==> src/rtl/usb_txfill_sched.sv <==
module usb_txfill_sched #(
  parameter int TIME_W   = 16,
  parameter int LS_SCALE = 5,
  localparam int THR_W   = 6
) (
  input  logic              clk,
  input  logic              rst_n,
  input  logic              reg_wr,
  input  logic [31:0]       reg_wdata,
  output logic [31:0]       reg_rdata,
  input  logic [THR_W-1:0]  fifo_bursts,
  input  logic [THR_W-1:0]  pkt_bursts,
  input  logic [TIME_W-1:0] time_left,
  input  logic [TIME_W-1:0] pkt_time,
  input  logic              hs_mode,
  input  logic              stream_dis,
  input  logic              sof,
  input  logic              req,
  output logic              go,
  output logic              backoff
);
  localparam int OVH_W  = 8;
  localparam int HLT_W  = 5;
  localparam int NEED_W = ((TIME_W > OVH_W + 4) ? TIME_W : OVH_W + 4) + 1;
  localparam logic [THR_W-1:0] THR_MIN = THR_W'(2);
  localparam logic [HLT_W-1:0] HLT_MAX = '1;

  logic [OVH_W-1:0] ovh_q;
  logic [HLT_W-1:0] hlt_q;
  logic [THR_W-1:0] thr_q;
  logic             hold_q, done_q;

  logic [THR_W-1:0] thr_wr;
  logic [NEED_W-1:0] ovh_units, need;
  logic fill_ok, time_ok, eval;
  logic unused_wbits;

  assign thr_wr = reg_wdata[21:16];
  assign unused_wbits = ^{reg_wdata[31:22], reg_wdata[15:8]};

  assign fill_ok = stream_dis ? (fifo_bursts >= pkt_bursts)
                              : (fifo_bursts >= thr_q) || (fifo_bursts >= pkt_bursts);

  assign ovh_units = hs_mode ? NEED_W'(ovh_q) : NEED_W'(ovh_q) * NEED_W'(LS_SCALE);
  assign need      = NEED_W'(pkt_time) + ovh_units;
  assign time_ok   = need <= NEED_W'(time_left);

  assign eval    = req && !hold_q && !done_q;
  assign go      = eval && time_ok && fill_ok;
  assign backoff = eval && !time_ok;

  always_ff @(posedge clk or negedge rst_n) begin
    if (!rst_n) begin
      ovh_q <= '0;
      thr_q <= THR_MIN;
      hlt_q <= '0;
    end else if (reg_wr) begin
      ovh_q <= reg_wdata[OVH_W-1:0];
      thr_q <= (thr_wr < THR_MIN) ? THR_MIN : thr_wr;
      hlt_q <= '0;
    end else if (backoff && !fill_ok && hlt_q != HLT_MAX) begin
      hlt_q <= hlt_q + 1'b1;
    end
  end

  always_ff @(posedge clk or negedge rst_n) begin
    if (!rst_n) begin
      hold_q <= 1'b0;
      done_q <= 1'b0;
    end else begin
      if (backoff)  hold_q <= 1'b1;
      else if (sof) hold_q <= 1'b0;
      if (go)       done_q <= 1'b1;
      else if (!req) done_q <= 1'b0;
    end
  end

  assign reg_rdata = {10'd0, thr_q, 3'd0, hlt_q, ovh_q};
endmodule

==> config.mk <==
export PLATFORM = sky130hd
export DESIGN_NAME = usb_txfill_sched
export DESIGN_NICKNAME = d
export VERILOG_FILES = /design/src/rtl/usb_txfill_sched.sv
export SDC_FILE = /design/constraint.sdc
export NUM_CORES = 1
export LEC_CHECK = 0
export ABC_AREA = 1
export CAP_MARGIN = 10
export CORE_MARGIN = 2
export CORE_UTILIZATION = 50
export DETAILED_ROUTE_END_ITERATION = 16
export DONT_BUFFER_PORTS = 1
export GPL_ROUTABILITY_DRIVEN = 0
export PLACE_DENSITY = 0.7
export SLEW_MARGIN = 10
export SYNTH_ARGS = -nofsm -noshare
export SYNTH_HDL_FRONTEND = slang
export SYNTH_SLANG_ARGS = --single-unit
export TNS_END_PERCENT = 5
==> constraint.sdc <==
create_clock -name clk -period 5.84 [get_ports clk]
set_clock_uncertainty 0.05 [all_clocks]
set_input_delay 0.292 -clock clk [delete_from_list [all_inputs] [get_ports clk]]
set_output_delay 0.292 -clock clk [all_outputs]
set_load 0.01 [all_outputs]
==> impl_results.md <==
- Clock root cell: clkbuf_8
- Die span in x: 77.7 um
- Leakage: approximately 1.6 nW
- Residual DRC count: 0
- Layout net count: 518
- Clock sink count: 21
- Effective utilization at floorplan: a little over half
- PwrDens: 209 mW/mm2
- Cells on Worst Hold Path: 1
- Synth Register Bits: 21
- Slew headroom: about 37%
- Antenna diode count: 0
- Worst VDD drop: 0.128 mV
- Initial antenna violation count: 0
- Total number of vias: roughly 2,300
- Clock Latency Late Sink: about 0.26 ns
- Number of global-route vias before repair: ~2,200
- Critical path arrival: between 4 and 5 ns
- RSZ-0062 raised after global routing: false
- CTS tree: built
- I/O Buffers: 0
- Routed vias/inst: about 5.0
- FF+latch area: about 530 um2
- Cell mode on critical path: nand2_1
- Synth top cells by count: nand2_1 (80), inv_1 (62), ha_1 (53)
- HP Class: input pin to register
- Critical path peak fanout: 5
- Total power: a little under 0.6 mW
- Synth area leader: ha_1
- Largest net degree at the start of global routing: 32
- Drt pass-1 iters: 4
- Synth Instances: around 380
- Status: finished clean
- Slowest stage delay, CP: just under 0.5 ns
- GRT Total Usage: between 10% and 20%
- Endpoints failing hold: 0
- Post-CTS Resized: 0
- Count of cell types in the netlist: 40
- Share of layout cells above drive strength 1: approximately 5.5%
- Max Slew Vio Count: 0
- WHS Endpoint: thr_q[1]
- Die area: between 0.006 and 0.007 mm2
- CP required: 5.50 ns
- Global-route wire length before repair: around 8900 um
- Synth top area cells: ha_1 (24%), dfrtp_1 (18%), nand2_1 (11%)
- Startpoint types: register
- Hold path startpoint: reg_wr
- Wire per inst: ~12 um
- CP Capture Type: primary output
- Synthesized area: around 0.0027 mm2
- # setup viols final: 0
- Tmin final: approximately 5 ns
- TritonCTS Buffers: 3
- Critical setup path kind: register to primary output
- Worst R2R Start: ovh_q[1]
- Worst Tran Pin Value: about 0.94 ns
- Post-synth EDFFs: 0
- Period utilization: between 80 and 90%
- # IOs: about 120
- HPWL Detailed: roughly 4600 um
- Register area share after synthesis: 19.4%
- Share of the synthesized area in the top cell type: between 20% and 30%
- Synthesis-to-finish area growth: 2.76%
- DR iter-0 viols: 32
- FF-to-FF path depth: 27
- Max Fclk: just over 200 MHz
- Ys flop type: dfrtp_1
- Filler cells: 521
- Setup_tns: 0 ns
- Slowest stage cell, crit path: dfrtp_1
- Max_cap viols: 0
- Asr flop ratio synth: 100%
- Yosys Warn Count: 0
- Die H: 77.7 um
- Antenna Nets Post-Route: 0
- CTS Buffer Depth: 2
- Syn_area_per_cell: roughly 7.2 um2
- Routed WL: 5270 um
- Area occupied by multi-input gates: 0.00188 mm2
- Register-to-Register Setup Slack: 1.25 ns
- Total gr overflow: 0
- Htree depth: 1
- Std-Cell Rows: 26
- Most numerous cell in the Yosys netlist: nand2_1
- CTS clk-pin slew, worst paths: about 0.08 ns
- RR Endpoint: hlt_q[1]
- Core area: between 0.005 and 0.006 mm2
## routing by layer
metal | GRT usage, % | share of wire, %
met1 | 20.5 | 44
met2 | 32.8 | 50
met3 | 4.07 | 6.0
met4 | 3.21 | 0.59
met5 | 0 | 0
## cell usage in the layout (no fill, tap or decap), types with 2 or more instances in the layout
master,Yosys,routed
o21ai_0,28,28
xnor2_1,5,5
nand2_2,5,5
fa_1,2,2
nand2_1,80,80
conb_1,1,13
nand3b_1,2,2
o211ai_1,2,2
ha_1,53,53
xor2_1,11,11
a21oi_1,24,24
dfrtp_1,20,20
nand4_1,2,2
inv_1,62,62
clkbuf_8,0,3
nor3_1,4,4
nor2_1,25,25
nand3_1,15,15
o21a_1,2,2
## through the flow
stage	hold WS [ns]	setup slack, ns	instance area [um2]	cells	utilization (%)
after floorplan	-0.0536	1.67	2760	391	-
after global placement	-0.0530	1.29	2740	444	52.9
after detailed placement	-0.0531	1.25	2740	444	52.9
after CTS	0.0393	0.940	2790	449	54.0
after global routing	0.0538	0.517	2790	449	54.0
final	0.0436	0.942	2790	449	54.0
## worst max path at each step
stage,from,end,slack (ns)
after detailed placement,ovh_q[1],backoff,1.25
after CTS,ovh_q[1],backoff,0.94
after global routing,ovh_q[1],backoff,0.52
after floorplan,ovh_q[1],go,1.67
final,ovh_q[1],backoff,0.94
after global placement,ovh_q[1],backoff,1.29
## sequential cells by signal, indices dropped and copies added, names as in the netlist
signal  flops
ovh_q       8
hold_q      1
thr_q       6
done_q      1
hlt_q       5
## cell families (layout without fill, tap and decap cells)
group | Yosys count | in the layout | synth area share (%)
XOR/XNOR | 16 | 16 | 5.16
AND/OR/NAND/NOR | 140 | 140 | 22.6
buffers and inverters | 81 | 69 | 13.0
other | 1 | 13 | 0.138
adder cells (fa/ha/maj) | 55 | 55 | 25.9
AO/OA/AOI/OAI | 65 | 65 | 13.8
flip-flops | 21 | 21 | 19.4
## critical path, delay by kind of cell (launching register included)
kind	cells	cell delay [ns]
AO/OA/AOI/OAI	7	0.97
XOR/XNOR	1	0.16
adder cells (fa/ha/maj)	5	1.58
buffers and inverters	1	0.07
flip-flops	1	0.49
AND/OR/NAND/NOR	11	1.01
## power breakdown
group	switching, mW	internal [mW]	leakage, nW	total (mW)
Combinational	0.179	0.125	1.30	0.304
Sequential	0.0227	0.161	0.262	0.184
Clock	0.0484	0.0475	0.0255	0.0959
## final cells by class
class | instances | area share (%)
Tap cell | 70 | 3.14
Multi-Input combinational cell | 289 | 67.4
Clock inverter | 1 | 0.179
Inverter | 64 | 8.61
Timing Repair Buffer | 1 | 0.359
Sequential cell | 21 | 18.9
Clock buffer | 3 | 1.48
## timing repair
item                                   in CTS  in global routing
buffers inserted                            0                  0
endpoints found under the hold margin      21                  0
setup endpoints to repair                   0                  0
hold buffers                                1                  0
Note: power is estimated with default switching activity, not from simulation.
